--- src/rtl/tdm_tx_pkg.sv ---
package tdm_tx_pkg;

  localparam int WORD_W = 32;
  localparam int IDX_W  = $clog2(WORD_W);

  typedef enum logic [1:0] {
    PH_IDLE  = 2'd0,
    PH_DELAY = 2'd1,
    PH_DATA  = 2'd2
  } phase_e;

  // Slot width in bits for an encoded width field; zero marks an invalid code.
  function automatic logic [IDX_W:0] width_bits(input logic [4:0] code);
    logic [IDX_W:0] w;
    case (code)
      5'd4:    w = (IDX_W+1)'(16);
      5'd8:    w = (IDX_W+1)'(20);
      5'd12:   w = (IDX_W+1)'(24);
      5'd16:   w = (IDX_W+1)'(32);
      default: w = '0;
    endcase
    return w;
  endfunction

endpackage

--- src/rtl/tdm_tx_rstsync.sv ---
module tdm_tx_rstsync #(
  parameter int STAGES = 2
) (
  input  logic clk,
  input  logic rst_n,
  output logic rst_ok
);

  logic [STAGES-1:0] sync_q;

  for (genvar g = 0; g < STAGES; g++) begin : g_stage
    if (g == 0) begin : g_first
      always_ff @(posedge clk or negedge rst_n) begin
        if (!rst_n) sync_q[g] <= 1'b0;
        else        sync_q[g] <= 1'b1;
      end
    end else begin : g_next
      always_ff @(posedge clk or negedge rst_n) begin
        if (!rst_n) sync_q[g] <= 1'b0;
        else        sync_q[g] <= sync_q[g-1];
      end
    end
  end

  assign rst_ok = sync_q[STAGES-1];

endmodule

--- src/rtl/tdm_tx_edge.sv ---
module tdm_tx_edge #(
  parameter int NSYNC = 7,
  parameter int SEL_W = 3
) (
  input  logic             clk,
  input  logic             rst_ni,
  input  logic             clr,
  input  logic             pol,
  input  logic             bclk_i,
  input  logic [NSYNC-1:0] sync_i,
  input  logic [SEL_W-1:0] sync_sel,
  output logic             tick,
  output logic             frame_start
);

  logic bclk_q, bclk_d;
  logic fs_prev_q, fs_prev_d;
  logic fs_cur;

  // launch edge of the sampled bit clock
  always_comb begin
    if (pol) tick = bclk_q & ~bclk_i;
    else     tick = bclk_i & ~bclk_q;
  end

  // sync source selection; code 0 selects nothing
  always_comb begin
    fs_cur = 1'b0;
    for (int i = 0; i < NSYNC; i++) begin
      if (sync_sel == SEL_W'(i + 1)) fs_cur = sync_i[i];
    end
  end

  assign frame_start = tick & fs_cur & ~fs_prev_q;

  always_comb begin
    bclk_d    = bclk_i;
    fs_prev_d = fs_prev_q;
    if (clr)       fs_prev_d = 1'b0;
    else if (tick) fs_prev_d = fs_cur;
  end

  always_ff @(posedge clk or negedge rst_ni) begin
    if (!rst_ni) begin
      bclk_q    <= 1'b0;
      fs_prev_q <= 1'b0;
    end else begin
      bclk_q    <= bclk_d;
      fs_prev_q <= fs_prev_d;
    end
  end

endmodule

--- src/rtl/tdm_tx_seq.sv ---
module tdm_tx_seq
  import tdm_tx_pkg::*;
#(
  parameter int SLOT_W = 4,
  parameter int DLY_W  = 4
) (
  input  logic              clk,
  input  logic              rst_ni,
  input  logic              live,
  input  logic              tick,
  input  logic              frame_start,
  input  logic              width_ok,
  input  logic [IDX_W:0]    wbits,
  input  logic [SLOT_W-1:0] slots_m1,
  input  logic [DLY_W-1:0]  dly,
  output logic              emit,
  output logic [SLOT_W-1:0] e_slot,
  output logic [IDX_W-1:0]  e_bit
);

  phase_e            phase_q, phase_d;
  logic [DLY_W-1:0]  dly_q, dly_d;
  logic [SLOT_W-1:0] slot_q, slot_d;
  logic [IDX_W-1:0]  bit_q, bit_d;
  logic              last_bit;

  assign last_bit = ({1'b0, e_bit} + (IDX_W+1)'(1)) >= wbits;

  always_comb begin
    phase_d = phase_q;
    dly_d   = dly_q;
    slot_d  = slot_q;
    bit_d   = bit_q;
    emit    = 1'b0;
    e_slot  = slot_q;
    e_bit   = bit_q;
    if (!live) begin
      phase_d = PH_IDLE;
      dly_d   = '0;
      slot_d  = '0;
      bit_d   = '0;
    end else if (tick) begin
      if (frame_start && width_ok) begin
        if (dly == '0) begin
          emit   = 1'b1;
          e_slot = '0;
          e_bit  = '0;
        end else begin
          phase_d = PH_DELAY;
          dly_d   = dly - DLY_W'(1);
        end
      end else if (phase_q == PH_DELAY) begin
        if (dly_q == '0) begin
          emit   = 1'b1;
          e_slot = '0;
          e_bit  = '0;
        end else begin
          dly_d = dly_q - DLY_W'(1);
        end
      end else if (phase_q == PH_DATA) begin
        emit = 1'b1;
      end
      if (emit) begin
        if (last_bit) begin
          if (e_slot >= slots_m1) begin
            phase_d = PH_IDLE;
            slot_d  = '0;
            bit_d   = '0;
          end else begin
            phase_d = PH_DATA;
            slot_d  = e_slot + SLOT_W'(1);
            bit_d   = '0;
          end
        end else begin
          phase_d = PH_DATA;
          slot_d  = e_slot;
          bit_d   = e_bit + IDX_W'(1);
        end
      end
    end
  end

  always_ff @(posedge clk or negedge rst_ni) begin
    if (!rst_ni) begin
      phase_q <= PH_IDLE;
      dly_q   <= '0;
      slot_q  <= '0;
      bit_q   <= '0;
    end else begin
      phase_q <= phase_d;
      dly_q   <= dly_d;
      slot_q  <= slot_d;
      bit_q   <= bit_d;
    end
  end

endmodule

--- src/rtl/tdm_tx_out.sv ---
module tdm_tx_out
  import tdm_tx_pkg::*;
#(
  parameter int SLOT_N = 16,
  parameter int SLOT_W = 4
) (
  input  logic              clk,
  input  logic              rst_ni,
  input  logic              live,
  input  logic              clr,
  input  logic              tick,
  input  logic              emit,
  input  logic [SLOT_W-1:0] e_slot,
  input  logic [IDX_W-1:0]  e_bit,
  input  logic [IDX_W:0]    wbits,
  input  logic              lsb_first,
  input  logic [SLOT_N-1:0] slot_mask,
  input  logic              s_valid,
  input  logic [WORD_W-1:0] s_data,
  output logic              s_ready,
  output logic              sdata_o,
  output logic              sden_o,
  output logic              underrun_o
);

  localparam logic [IDX_W:0]   WORD_FULL = (IDX_W+1)'(WORD_W);
  localparam logic [IDX_W-1:0] TOP_BIT   = IDX_W'(WORD_W - 1);

  logic              slot_on, start_slot, take;
  logic [WORD_W-1:0] word_q, word_d, cur_word, load_word;
  logic [IDX_W:0]    lo_sum;
  logic [IDX_W-1:0]  pick;
  logic              sdata_q, sdata_d, sden_q, sden_d, under_q, under_d;

  assign slot_on    = ~slot_mask[e_slot];
  assign start_slot = emit & (e_bit == '0);
  assign s_ready    = start_slot & slot_on;
  assign take       = s_ready & s_valid;
  assign load_word  = take ? s_data : '0;
  assign cur_word   = start_slot ? load_word : word_q;

  // bit position inside the left-aligned container
  assign lo_sum = WORD_FULL - wbits + {1'b0, e_bit};
  assign pick   = lsb_first ? lo_sum[IDX_W-1:0] : (TOP_BIT - e_bit);

  always_comb begin
    word_d  = word_q;
    sdata_d = sdata_q;
    sden_d  = sden_q;
    if (!live) begin
      word_d  = '0;
      sdata_d = 1'b0;
      sden_d  = 1'b0;
    end else begin
      if (start_slot) word_d = slot_on ? load_word : '0;
      if (tick) begin
        sden_d  = emit & slot_on;
        sdata_d = emit & slot_on & cur_word[pick];
      end
    end
  end

  always_comb begin
    if (clr) under_d = 1'b0;
    else     under_d = under_q | (s_ready & ~s_valid);
  end

  always_ff @(posedge clk or negedge rst_ni) begin
    if (!rst_ni) begin
      word_q  <= '0;
      sdata_q <= 1'b0;
      sden_q  <= 1'b0;
      under_q <= 1'b0;
    end else begin
      word_q  <= word_d;
      sdata_q <= sdata_d;
      sden_q  <= sden_d;
      under_q <= under_d;
    end
  end

  assign sdata_o    = sdata_q;
  assign sden_o     = sden_q;
  assign underrun_o = under_q;

endmodule

--- src/rtl/tdm_tx.sv ---
module tdm_tx
  import tdm_tx_pkg::*;
#(
  parameter int NSYNC  = 7,
  parameter int SLOT_N = 16,
  parameter int DLY_W  = 4,
  localparam int SEL_W  = $clog2(NSYNC + 1),
  localparam int SLOT_W = $clog2(SLOT_N)
) (
  input  logic              clk,
  input  logic              rst_n,
  input  logic              ctl_enable,
  input  logic              ctl_reset,
  input  logic [SLOT_W-1:0] cfg_slots_m1,
  input  logic [4:0]        cfg_width_code,
  input  logic              cfg_lsb_first,
  input  logic              cfg_bclk_pol,
  input  logic [DLY_W-1:0]  cfg_bit_delay,
  input  logic [SEL_W-1:0]  cfg_sync_sel,
  input  logic [SLOT_N-1:0] cfg_slot_mask,
  input  logic              bclk_i,
  input  logic [NSYNC-1:0]  sync_i,
  input  logic              s_valid,
  input  logic [WORD_W-1:0] s_data,
  output logic              s_ready,
  output logic              sdata_o,
  output logic              sden_o,
  output logic              underrun_o
);

  logic              rst_ok;
  logic              live;
  logic              tick, frame_start;
  logic [IDX_W:0]    wbits;
  logic              width_ok;
  logic              emit;
  logic [SLOT_W-1:0] e_slot;
  logic [IDX_W-1:0]  e_bit;

  assign wbits    = width_bits(cfg_width_code);
  assign width_ok = (wbits != '0);
  assign live     = rst_ok & ctl_enable & ~ctl_reset;

  tdm_tx_rstsync #(.STAGES(2)) u_rstsync (
    .clk    (clk),
    .rst_n  (rst_n),
    .rst_ok (rst_ok)
  );

  tdm_tx_edge #(.NSYNC(NSYNC), .SEL_W(SEL_W)) u_edge (
    .clk         (clk),
    .rst_ni      (rst_ok),
    .clr         (ctl_reset),
    .pol         (cfg_bclk_pol),
    .bclk_i      (bclk_i),
    .sync_i      (sync_i),
    .sync_sel    (cfg_sync_sel),
    .tick        (tick),
    .frame_start (frame_start)
  );

  tdm_tx_seq #(.SLOT_W(SLOT_W), .DLY_W(DLY_W)) u_seq (
    .clk         (clk),
    .rst_ni      (rst_ok),
    .live        (live),
    .tick        (tick),
    .frame_start (frame_start),
    .width_ok    (width_ok),
    .wbits       (wbits),
    .slots_m1    (cfg_slots_m1),
    .dly         (cfg_bit_delay),
    .emit        (emit),
    .e_slot      (e_slot),
    .e_bit       (e_bit)
  );

  tdm_tx_out #(.SLOT_N(SLOT_N), .SLOT_W(SLOT_W)) u_out (
    .clk        (clk),
    .rst_ni     (rst_ok),
    .live       (live),
    .clr        (ctl_reset),
    .tick       (tick),
    .emit       (emit),
    .e_slot     (e_slot),
    .e_bit      (e_bit),
    .wbits      (wbits),
    .lsb_first  (cfg_lsb_first),
    .slot_mask  (cfg_slot_mask),
    .s_valid    (s_valid),
    .s_data     (s_data),
    .s_ready    (s_ready),
    .sdata_o    (sdata_o),
    .sden_o     (sden_o),
    .underrun_o (underrun_o)
  );

endmodule

--- config.mk ---
export PLATFORM = sky130hd
export DESIGN_NAME = tdm_tx
export DESIGN_NICKNAME = d
export VERILOG_FILES = /design/src/rtl/tdm_tx_pkg.sv /design/src/rtl/tdm_tx_rstsync.sv /design/src/rtl/tdm_tx_edge.sv /design/src/rtl/tdm_tx_seq.sv /design/src/rtl/tdm_tx_out.sv /design/src/rtl/tdm_tx.sv
export SDC_FILE = /design/constraint.sdc
export NUM_CORES = 1
export LEC_CHECK = 0
export BUFFER_PORTS_ARGS = -buffer_cell sky130_fd_sc_hd__buf_4
export CAP_MARGIN = 15
export CORE_MARGIN = 1
export CORE_UTILIZATION = 62
export CTS_BUF_LIST = sky130_fd_sc_hd__clkbuf_4
export CTS_CLUSTER_SIZE = 20
export DETAILED_ROUTE_END_ITERATION = 10
export PLACE_DENSITY = 0.95
export SETUP_SLACK_MARGIN = 0.15
export SKIP_LAST_GASP = 1
export SLEW_MARGIN = 20
export SYNTH_ARGS = -nofsm -noshare
export SYNTH_HDL_FRONTEND = slang
export SYNTH_HIERARCHICAL = 1
export SYNTH_SLANG_ARGS = --single-unit
--- constraint.sdc ---
create_clock -name clk -period 12.94 [get_ports clk]
set_input_delay 2.588 -clock clk [delete_from_list [all_inputs] [get_ports clk]]
set_output_delay 2.588 -clock clk [all_outputs]
set_load 0.01 [all_outputs]
==> reports/results.md, run 1 <==
Global route
• 0 — Overflow after GRT
• 3913 — number of global-route vias before repair
• 18100 µm — global-route wire length before repair
• 53 — largest net degree at the start of global routing
• 0 — antenna violations before repair
• 0.316 — combined global-route utilization of all metal layers

Run status
• completed — outcome

STA
• false — setup repair after global routing missed its margin
• 10020 ps — fin crit period
• 0.378 — Max-Slew Margin vs Limit
• 0 — Final Max Tran Viols
• 20.6 ps — clock tree skew after final layout
• 0 — Setup-failing EPs final
• 386 ps — Worst Hold Margin
• 2920 ps — least setup slack across all paths after layout
• 910 ps — Worst Max-Slew Pin Slew
• 0.774 — final period utilization
• 0.0998 GHz — Fmax
• 0 — count of final hold-check violations
• 0 ps — sum of negative setup slack

Cells and area
• 443 — filler cell count
• 650 — net count of the finished layout
• 17.0% — area growth from synthesis to final layout
• 0.244 — fraction of layout cells with a size suffix above 1
• buf_4 (89), nand2_1 (62), dfrtp_1 (53) — most used cells in the layout excluding fill and tap cells
• buf_4 — most frequent standard cell in the layout excluding fill and tap cells
• 0 — diode insertion count for antenna repair
• 630 — final cell count without fillers
• 0.00495 mm² — total non-filler cell area in the finished layout
• 0.767 — Core Util, Final

Floorplan
• 84.6 µm — die height
• 84.6 µm — Die Wd
• 83 — I/O pins
• 0.00716 mm² — total die area
• 0.656 — starting density of the core
• 0.00646 mm² — standard cell core area
• 29 — Placement Rows

Worst setup path
• simple AND/OR/NAND/NOR gates — family with the most delay on the worst path
• 7430 ps — arrival time at the worst endpoint
• primary input — kind of launch point of the worst setup path
• 10350 ps — required arrival time at the worst endpoint
• 2 — number of buffers and inverters on the critical path
• 690 ps — delay of the slowest critical-path stage
• primary output — CP Capture Type
• nor3_1 — crit path max-delay cell type
• buf_4, mux2i_1, mux4_2, nor3b_2, nand2_1, or4_4, and2_2, nor2_1, nor2b_1, or4b_4, nor3_1, and2_1, buf_4 — critical-path cell list
• 16 — reg2reg path depth
• u_out/sdata_o$_DFFE_PN0P_ — terminus of the critical flop-to-flop path
• in2out — critical path type
• u_edge/bclk_q$_DFF_PN0_ — startpoint of the lowest-slack register-to-register path
• cfg_sync_sel[2] — timing startpoint of the critical path
• buf_4 — Most Frequent Cell on Critical Path
• 6640 ps — R2R Setup Slk
• 12 — maximum fanout along the worst path

Placed design
• 8120 µm — post-DP HPWL
• 82 — IO buf count
• 3070 ps — worst slack at placement
• 0.00486 mm² — Cell Area, Placed
• 0.920 — final RePlAce weighted congestion
• 621 — post-placement cell count

Route
• 6.58 — via-per-instance ratio
• 0 — remaining routing DRC violations
• 4146 — routed via count
• 0 — number of routed nets with antenna violations
• 11200 µm — aggregate routed wire length
• 17.7 µm — average wire per cell in the routed design
• 9 — number of iterations in the first detailed-routing pass
• 381 — count of routing violations after the opening detailed-route iteration

Run
• 0 — Max-cap violations

Clocking
• 2 — number of buffers on the longest clock path
• 170 ps — register clock-pin slew on the reported worst setup and hold paths
• 0 — hold bufs inserted after CTS
• 0 — # resized after CTS
• 2 — count of H-tree levels built during CTS
• 5 — clock buffer count from CTS
• 54 — clock tree sinks
• 0 — number of buffers added for setup after CTS
• 390 ps — worst-skew pair later-pin latency
• clkbuf_4 — CTS Root Cell
• built — TritonCTS clock tree

Logic synthesis
• 6 — number of warnings issued by yosys
• 54 — flip-flop and latch count after synthesis
• 8.78 µm² — syn avg cell area
• dfrtp_1 — dominant cell type by area after synthesis
• 482 — instance count of the mapped netlist
• dfrtp_1 (32%), nand2_1 (5.5%), ha_1 (5.3%), nor2b_1 (5.0%), mux2i_1 (4.0%) — cell types with the largest area share after synthesis
• 1.00 — Async S/R FF share, synth
• 82 — number of distinct library cell variants in the gate-level netlist after synthesis
• 0.00423 mm² — post-synthesis instance area
• 0 — Post-synth EDFFs
• 0.319 — share of the yosys chip area belonging to registers
• 0.319 — share of the synthesized area in the top cell type
• dfrtp_1 — commonest register cell after synthesis

Power and ir drop
• 67.3 mW/mm² — P per Cell Area
• 0.334 mW — Design Power
• 57.1 µV — Worst IR Drop VDD
• 2.30 nW — static leakage power

Worst hold path
• u_rstsync/rst_ok$_DFF_PN0_ — endpoint of the worst hold path
• reg2reg — worst min-delay path category
• 0 — worst hold stages
• u_rstsync/sync_q[0]$_DFF_PN0_ — Hold Startpoint

power by group:
| part | leakage (nW) | internal (mW) | switching (mW) | total (mW) |
|---|---|---|---|---|
| clock network | 0.0459 | 0.0433 | 0.0577 | 0.101 |
| registers | 0.746 | 0.170 | 0.000661 | 0.170 |
| logic | 1.51 | 0.0301 | 0.0319 | 0.0621 |
cell type report:
type / count / area [µm²] / share of cell area
Multi-Input combinational cell: 377 / 2660 / 0.536
Clock inverter: 2 / 38.8 / 0.00783
Tap cell: 77 / 96.3 / 0.0194
Clock buffer: 6 / 45.0 / 0.00909
Timing Repair Buffer: 89 / 668 / 0.135
Inverter: 25 / 95.1 / 0.0192
Sequential cell: 54 / 1350 / 0.273
cells in the mapped netlist (all sizes together) (3+ instances only):
cell type and number:
o211ai 4, clkbuf 13, a221oi 6, buf 16, xnor2 3, nor2b 34, a21o 7, mux2i 17
a21boi 8, or3 5, inv 24, dfrtp 54, nor3 4, o21ai 16, a2111oi 3, a31oi 6
nand2b 6, and3 9, nor2 16, and2 8, a31o 4, ha 18, nand4 4, a21oi 22
a211o 5, a311oi 3, xor2 4, mux4 3, a22o 5, or2 7, nor3b 3, a22oi 22
nor4 5, o31ai 4, nand3 12, nor4b 3, nand2 62
state kept, by name (all words and copies together) (netlist names):
register / flops
u_edge/bclk_q: 1
u_edge/fs_prev_q: 1
u_out/sdata_o: 1
u_out/sden_o: 1
u_out/underrun_o: 1
u_out/word_q: 32
u_rstsync/rst_ok: 1
u_rstsync/sync_q: 1
u_seq/bit_q: 5
u_seq/dly_q: 4
u_seq/phase_q: 2
u_seq/slot_q: 4
layer usage:
metal	routed length, µm	vias to the layer above	track usage	part of all wire
li1	-	1896	-	-
met1	4560	1960	0.418	0.41
met2	5310	261	0.528	0.48
met3	1060	29	0.0580	0.095
met4	238	0	0.102	0.021
met5	0	-	0	0
how the worst max path moves through the flow:
stage / cells after the start / slack (ps) / to
after global placement: 13 / 3350 / s_ready
after floorplan: 16 / 4420 / s_ready
after detailed placement: 13 / 3070 / s_ready
after global routing: 13 / 2550 / s_ready
after CTS: 13 / 3070 / s_ready
final: 13 / 2920 / s_ready
cells by family (layout without fill, tap and decap cells):
kind of cell,Yosys count,count (layout),share of synthesized area
and+or+nand+nor,188,188,0.242
AOI/OAI and AO/OA,137,137,0.249
DFF,54,54,0.319
buffers and inverters,54,122,0.0573
muxes,21,21,0.0588
adders and majority gates,19,19,0.0579
xor gates and xnor gates,7,7,0.0145
other,2,5,0.00177
worst reg2reg max path, stage by stage (launching register included):
cell and delay (ps):
dfrtp_1 410, nor3b_1 250, or2_2 310, nor3b_2 320, nand2_1 290, or4_4 560, and2_2 240, nor2_1 670
nor2b_1 380, mux4_2 520, nor2b_1 180, o2bb2ai_2 460, and2_1 720, a21oi_1 170, or4_1 450, o2111a_1 170
o211ai_2 130
Note: power is estimated with default switching activity, not from simulation.
==> inputs of run 2 (changes only) <==
--- a/config.mk
+++ b/config.mk
@@ -8,11 +8,11 @@
 export BUFFER_PORTS_ARGS = -buffer_cell sky130_fd_sc_hd__buf_4
 export CAP_MARGIN = 15
 export CORE_MARGIN = 1
-export CORE_UTILIZATION = 62
+export CORE_UTILIZATION = 52
 export CTS_BUF_LIST = sky130_fd_sc_hd__clkbuf_4
 export CTS_CLUSTER_SIZE = 20
 export DETAILED_ROUTE_END_ITERATION = 10
-export PLACE_DENSITY = 0.95
+export PLACE_DENSITY = 0.88
 export SETUP_SLACK_MARGIN = 0.15
 export SKIP_LAST_GASP = 1
 export SLEW_MARGIN = 20
==> constraint.sdc (replaced) <==
create_clock -name clk -period 8.1 [get_ports clk]
set_input_delay 1.62 -clock clk [delete_from_list [all_inputs] [get_ports clk]]
set_output_delay 1.62 -clock clk [all_outputs]
set_load 0.01 [all_outputs]
==> run 2 against run 1 <==
Global-route usage fell by 3.8 points. Critical path depth rose by 2. Die area rose by 19%. Design area rose by 0.86%. Via count fell by 0.87%. Cell count rose by 4.4%. Routed wire length rose by 1.9%. Clock skew fell by 9.3 ps. Total power rose by 52%. Critical endpoint unchanged. Largest cell class unchanged.
==> reports/results.md, run 2 (synthesis results as in run 1) <==
Route
• 932 µm — sum of met3 wire segment lengths after detailed routing, -12%
• 5350 µm — DR WL met2, +0.72%
• 4110 — routed via count, -0.87%
• 5 — number of iterations in the first detailed-routing pass, -4
• 0 — remaining routing DRC violations, unchanged
• met4 — top layer used by detailed routing
• 0 — number of routed nets with antenna violations, unchanged
• 6.25 — via-per-instance ratio, -5.1%
• 4700 µm — total routed wire length on the met1 layer, +3.0%
• 17.3 µm — average wire per cell in the routed design, -2.4%
• 11400 µm — aggregate routed wire length, +1.9%
• 374 — count of routing violations after the opening detailed-route iteration, -1.8%

STA
• 574 ps — least setup slack across all paths after layout, -2350 ps
• 0.133 GHz — Fmax
• 0 ps — sum of negative setup slack, unchanged
• 0.929 — final period utilization
• 833 ps — Worst Max-Slew Pin Slew, -77.1 ps
• 11.3 ps — clock tree skew after final layout, -9.30 ps
• 0 — count of final hold-check violations, unchanged
• 0.443 — Max-Slew Margin vs Limit, +0.0652
• 7530 ps — fin crit period
• false — setup repair after global routing missed its margin
• 0 — Setup-failing EPs final, unchanged
• 0 — Final Max Tran Viols, unchanged

Clocking
• 0 — # resized after CTS, unchanged
• 390 ps — worst-skew pair later-pin latency, about the same
• 0 — number of buffers added for setup after CTS, unchanged
• 2 — count of H-tree levels built during CTS, unchanged
• 180 ps — register clock-pin slew on the reported worst setup and hold paths, about the same
• clkbuf_4 — CTS Root Cell
• 54 — clock tree sinks, unchanged
• 5 — clock buffer count from CTS, unchanged
• 2 — number of buffers on the longest clock path, unchanged
• 0 — hold bufs inserted after CTS, unchanged
• built — TritonCTS clock tree

Worst hold path
• reg2reg — worst min-delay path category
• u_rstsync/sync_q[0]$_DFF_PN0_ — Hold Startpoint
• 0 — worst hold stages, unchanged
• u_rstsync/rst_ok$_DFF_PN0_ — endpoint of the worst hold path

Global route
• 0 — antenna violations before repair, unchanged
• 18800 µm — global-route wire length before repair, +3.6%
• 53 — largest net degree at the start of global routing, unchanged
• 4039 — number of global-route vias before repair, +3.2%
• 0 — Overflow after GRT, unchanged
• 0.278 — combined global-route utilization of all metal layers, -0.0380

Worst setup path
• primary output — CP Capture Type
• 5910 ps — arrival time at the worst endpoint, -1520 ps
• u_edge/bclk_q$_DFF_PN0_ — startpoint of the lowest-slack register-to-register path
• primary input — kind of launch point of the worst setup path
• 580 ps — delay of the slowest critical-path stage, -110 ps
• cfg_sync_sel[2] — timing startpoint of the critical path
• buf_4, mux2i_1, mux4_2, nor3b_2, nand2_1, nand3b_1, and2_2, nor2_1, buf_4, nor2b_1, mux4_2, nor2b_1, o2bb2ai_2, and2_1, buf_4 — critical-path cell list
• u_out/sdata_o$_DFFE_PN0P_ — terminus of the critical flop-to-flop path
• simple AND/OR/NAND/NOR gates — family with the most delay on the worst path
• 6480 ps — required arrival time at the worst endpoint, -3870 ps
• 17 — reg2reg path depth, +1
• 13 — maximum fanout along the worst path, +1
• 3 — number of buffers and inverters on the critical path, +1
• 2400 ps — R2R Setup Slk, -4240 ps
• 15 — total stage count of the critical path, +2
• buf_4 — Most Frequent Cell on Critical Path
• in2out — critical path type
• mux4_2 — crit path max-delay cell type

Floorplan
• 0.00781 mm² — standard cell core area, +21%
• 0.00851 mm² — total die area, +19%
• 0.542 — starting density of the core, -0.113
• 32 — Placement Rows, +10%
• 92.2 µm — die height, +9.0%
• 92.2 µm — Die Wd, +9.0%
• 83 — I/O pins, unchanged

Power and ir drop
• 102 mW/mm² — P per Cell Area, +51%
• 70.7 µV — Worst IR Drop VDD, +24%
• 2.31 nW — static leakage power, +0.37%

Placed design
• 624 ps — worst slack at placement, -2450 ps
• 8550 µm — post-DP HPWL, +5.3%
• 0.947 — final RePlAce weighted congestion, +2.9%
• 82 — IO buf count, unchanged

Run
• 0 — Max-cap violations, unchanged

Cells and area
• u_out/word_q — largest register by flop count
• 660 — filler cell count, +49%
• 653 — net count of the finished layout, +0.46%
• 18.0% — area growth from synthesis to final layout
• u_out/word_q x32, u_seq/bit_q x5 — biggest regs
• 0 — diode insertion count for antenna repair, unchanged
• buf_4 (92), nand2_1 (62), dfrtp_1 (53) — most used cells in the layout excluding fill and tap cells
• 0.250 — fraction of layout cells with a size suffix above 1, +0.00588
• buf_4 — most frequent standard cell in the layout excluding fill and tap cells
• 32 — flip-flop count of the largest register after layout, unchanged

Run status
• completed — outcome

## run 2: how the worst max path moves through the flow
stage,slack (ps),to
global placement,830,s_ready
detailed placement,620,s_ready
global route,280,s_ready
finish,570,s_ready
CTS,610,s_ready
floorplan,1520,s_ready
## run 2: cell type report
class | instances | area [µm²] | area share
Tap cell | 102 | 128 | 0.0255
Multi-Input combinational cell | 377 | 2660 | 0.533
Inverter | 25 | 95.1 | 0.0190
Clock buffer | 5 | 37.5 | 0.00751
Sequential cell | 54 | 1350 | 0.271
Clock inverter | 3 | 28.8 | 0.00576
Timing Repair Buffer | 92 | 691 | 0.138
## run 2: where the power goes
| group | leakage (nW) | total [mW] | internal, mW | switching, mW |
|---|---|---|---|---|
| Combinational | 1.53 | 0.0997 | 0.0483 | 0.0514 |
| Sequential | 0.746 | 0.272 | 0.271 | 0.00108 |
| Clock | 0.0373 | 0.137 | 0.0374 | 0.0992 |
| Total | 2.31 | 0.509 | 0.357 | 0.152 |
## run 2: metal layers
metal,global-route usage,vias up
met5,0,-
met3,0.0514,44
met1,0.351,1956
li1,-,1912
met2,0.461,198
met4,0.128,0
## run 2: stage by stage
step	hold WS, ps	instance area [µm²]	total power [mW]	cells	util
floorplan	331	4250	0.327	485	-
global placement	339	4930	0.372	650	0.631
detailed placement	344	4930	0.375	650	0.631
CTS	385	5000	0.510	658	0.640
global route	403	5000	0.528	658	0.640
finish	382	5000	0.509	658	0.640
==> inputs of run 3 (changes only) <==
--- a/config.mk
+++ b/config.mk
@@ -5,13 +5,13 @@
 export SDC_FILE = /design/constraint.sdc
 export NUM_CORES = 1
 export LEC_CHECK = 0
-export BUFFER_PORTS_ARGS = -buffer_cell sky130_fd_sc_hd__buf_4
 export CAP_MARGIN = 15
 export CORE_MARGIN = 1
-export CORE_UTILIZATION = 52
+export CORE_UTILIZATION = 60
 export CTS_BUF_LIST = sky130_fd_sc_hd__clkbuf_4
 export CTS_CLUSTER_SIZE = 20
 export DETAILED_ROUTE_END_ITERATION = 10
+export DONT_BUFFER_PORTS = 1
 export PLACE_DENSITY = 0.88
 export SETUP_SLACK_MARGIN = 0.15
 export SKIP_LAST_GASP = 1
==> run 3 against run 2 <==
Routed wire length shrank 8.9%. Critical path depth shrank 2. Worst hold slack lost 6.6 ps. Critical endpoint unchanged. Via count shrank 8.8%. Setup slack gained 200 ps.
==> reports/results.md, run 3 (synthesis results as in run 1) <==
STA
• 0 ps — sum of negative setup slack, unchanged
• 776 ps — least setup slack across all paths after layout, +201 ps
• 889 ps — Worst Max-Slew Pin Slew, +56.5 ps
• 375 ps — Worst Hold Margin, -6.65 ps
• 0 — Final Max Tran Viols, unchanged
• 7.45 ps — clock tree skew after final layout, -3.85 ps
• 0.406 — Max-Slew Margin vs Limit, -0.0371
• 0 — count of final hold-check violations, unchanged
• 0 — Setup-failing EPs final, unchanged
• false — setup repair after global routing missed its margin
• 7320 ps — fin crit period, -201 ps
• 0.904 — final period utilization, -0.0249
• 0.137 GHz — Fmax, +2.7%

Cells and area
• 0.00438 mm² — total non-filler cell area in the finished layout, -12%
• 536 — filler cell count, -19%
• u_out/word_q x32, u_seq/bit_q x5 — biggest regs
• 3.52% — area growth from synthesis to final layout
• nand2_1 — most frequent standard cell in the layout excluding fill and tap cells
• 32 — flip-flop count of the largest register after layout, unchanged
• 570 — net count of the finished layout, -13%
• 0.645 — Core Util, Final, +0.00522
• u_out/word_q — largest register by flop count
• 0.118 — fraction of layout cells with a size suffix above 1, -0.132
• 569 — final cell count without fillers, -14%
• 0 — diode insertion count for antenna repair, unchanged
• nand2_1 (62), dfrtp_1 (53), nor2b_1 (34) — most used cells in the layout excluding fill and tap cells

Placed design
• 7670 µm — post-DP HPWL, -10%
• 1.01 — final RePlAce weighted congestion, +6.5%
• 0.00430 mm² — Cell Area, Placed, -13%
• 837 ps — worst slack at placement, +213 ps
• 0 — IO buf count, -100%
• 561 — post-placement cell count, -14%

Floorplan
• 83 — I/O pins, unchanged
• 86.0 µm — Die Wd, -6.8%
• 30 — Placement Rows, -6.3%
• 0.00679 mm² — standard cell core area, -13%
• 86.0 µm — die height, -6.8%
• 0.623 — starting density of the core, +0.0809
• 0.00740 mm² — total die area, -13%

Worst setup path
• 17 — reg2reg path depth, unchanged
• in2out — critical path type
• 6480 ps — required arrival time at the worst endpoint, about the same
• mux2i_1, mux4_2, nor3b_2, nand2_1, nand3b_1, and2_2, nor2_1, buf_4, nor2b_1, mux4_2, nor2b_1, o2bb2ai_2, and2_1 — critical-path cell list
• 13 — maximum fanout along the worst path, unchanged
• u_edge/bclk_q$_DFF_PN0_ — startpoint of the lowest-slack register-to-register path
• 2260 ps — R2R Setup Slk, -140 ps
• u_out/sdata_o$_DFFE_PN0P_ — terminus of the critical flop-to-flop path
• 1 — number of buffers and inverters on the critical path, -2
• simple AND/OR/NAND/NOR gates — family with the most delay on the worst path
• 590 ps — delay of the slowest critical-path stage, about the same
• mux4_2 — crit path max-delay cell type
• primary input — kind of launch point of the worst setup path
• 5700 ps — arrival time at the worst endpoint, -210 ps
• primary output — CP Capture Type

Clocking
• 0 — number of buffers added for setup after CTS, unchanged
• 54 — clock tree sinks, unchanged
• 0 — # resized after CTS, unchanged
• 0 — hold bufs inserted after CTS, unchanged
• clkbuf_4 — CTS Root Cell
• built — TritonCTS clock tree
• 2 — count of H-tree levels built during CTS, unchanged
• 5 — clock buffer count from CTS, unchanged
• 160 ps — register clock-pin slew on the reported worst setup and hold paths, -20 ps
• 2 — number of buffers on the longest clock path, unchanged
• 380 ps — worst-skew pair later-pin latency, about the same

Worst hold path
• reg2reg — worst min-delay path category
• u_rstsync/rst_ok$_DFF_PN0_ — endpoint of the worst hold path
• 0 — worst hold stages, unchanged
• u_rstsync/sync_q[0]$_DFF_PN0_ — Hold Startpoint

Run
• 0 — Max-cap violations, unchanged

Global route
• 3565 — number of global-route vias before repair, -12%
• 16900 µm — global-route wire length before repair, -10%
• 54 — largest net degree at the start of global routing, +1.9%
• 0 — Overflow after GRT, unchanged
• 0.285 — combined global-route utilization of all metal layers, +0.00637
• 0 — antenna violations before repair, unchanged

Run status
• completed — outcome

Power and ir drop
• 97.0 µV — Worst IR Drop VDD, +37%
• 113 mW/mm² — P per Cell Area, +11%
• 1.92 nW — static leakage power, -17%
• 0.494 mW — Design Power, -3.0%

Route
• 18.2 µm — average wire per cell in the routed design, +5.4%
• 3748 — routed via count, -8.8%
• 0 — number of routed nets with antenna violations, unchanged
• 0 — remaining routing DRC violations, unchanged
• 6.59 — via-per-instance ratio, +5.5%
• 6 — number of iterations in the first detailed-routing pass, +1
• 10400 µm — aggregate routed wire length, -8.9%
• 366 — count of routing violations after the opening detailed-route iteration, -2.1%

run 3: changes by cell type in the layout (fill, tap and decap cells not counted):
cell	previous run	this run
clkinv_4	2	1
bufinv_16	0	1
clkbuf_4	5	6
buf_4	92	9
inv_8	1	0
run 3: layout make-up:
class	count	area, µm²	area share
Clock inverter	2	38.8	0.00885
Sequential cell	54	1350	0.309
Multi-Input combinational cell	377	2660	0.608
Timing Repair Buffer	9	67.6	0.0154
Tap cell	96	120	0.0274
Clock buffer	6	45.0	0.0103
Inverter	25	95.1	0.0217
run 3: worst max-delay path by stage:
stage                     from  endpoint  slack [ps]  cells past startpoint
6_report       cfg_sync_sel[2]   s_ready         780                     13
5_1_grt           cfg_bclk_pol   s_ready         440                     13
4_1_cts        cfg_sync_sel[2]   s_ready         840                     13
3_5_place_dp   cfg_sync_sel[2]   s_ready         840                     13
3_3_place_gp   cfg_sync_sel[2]   s_ready        1060                     13
2_1_floorplan  cfg_sync_sel[2]   s_ready        1520                     16
run 3: report_power, final:
part	switching, mW	internal, mW
Clock	0.0890	0.0693
Combinational	0.0385	0.0247
Sequential	0.000912	0.271
Total	0.128	0.365
run 3: layer usage:
layer | GRT usage | vias up | wire, µm
met5 | 0 | - | 0
met4 | 0.0742 | 0 | 179
met3 | 0.0789 | 27 | 1080
met2 | 0.462 | 192 | 4880
met1 | 0.376 | 1792 | 4230
li1 | - | 1737 | -
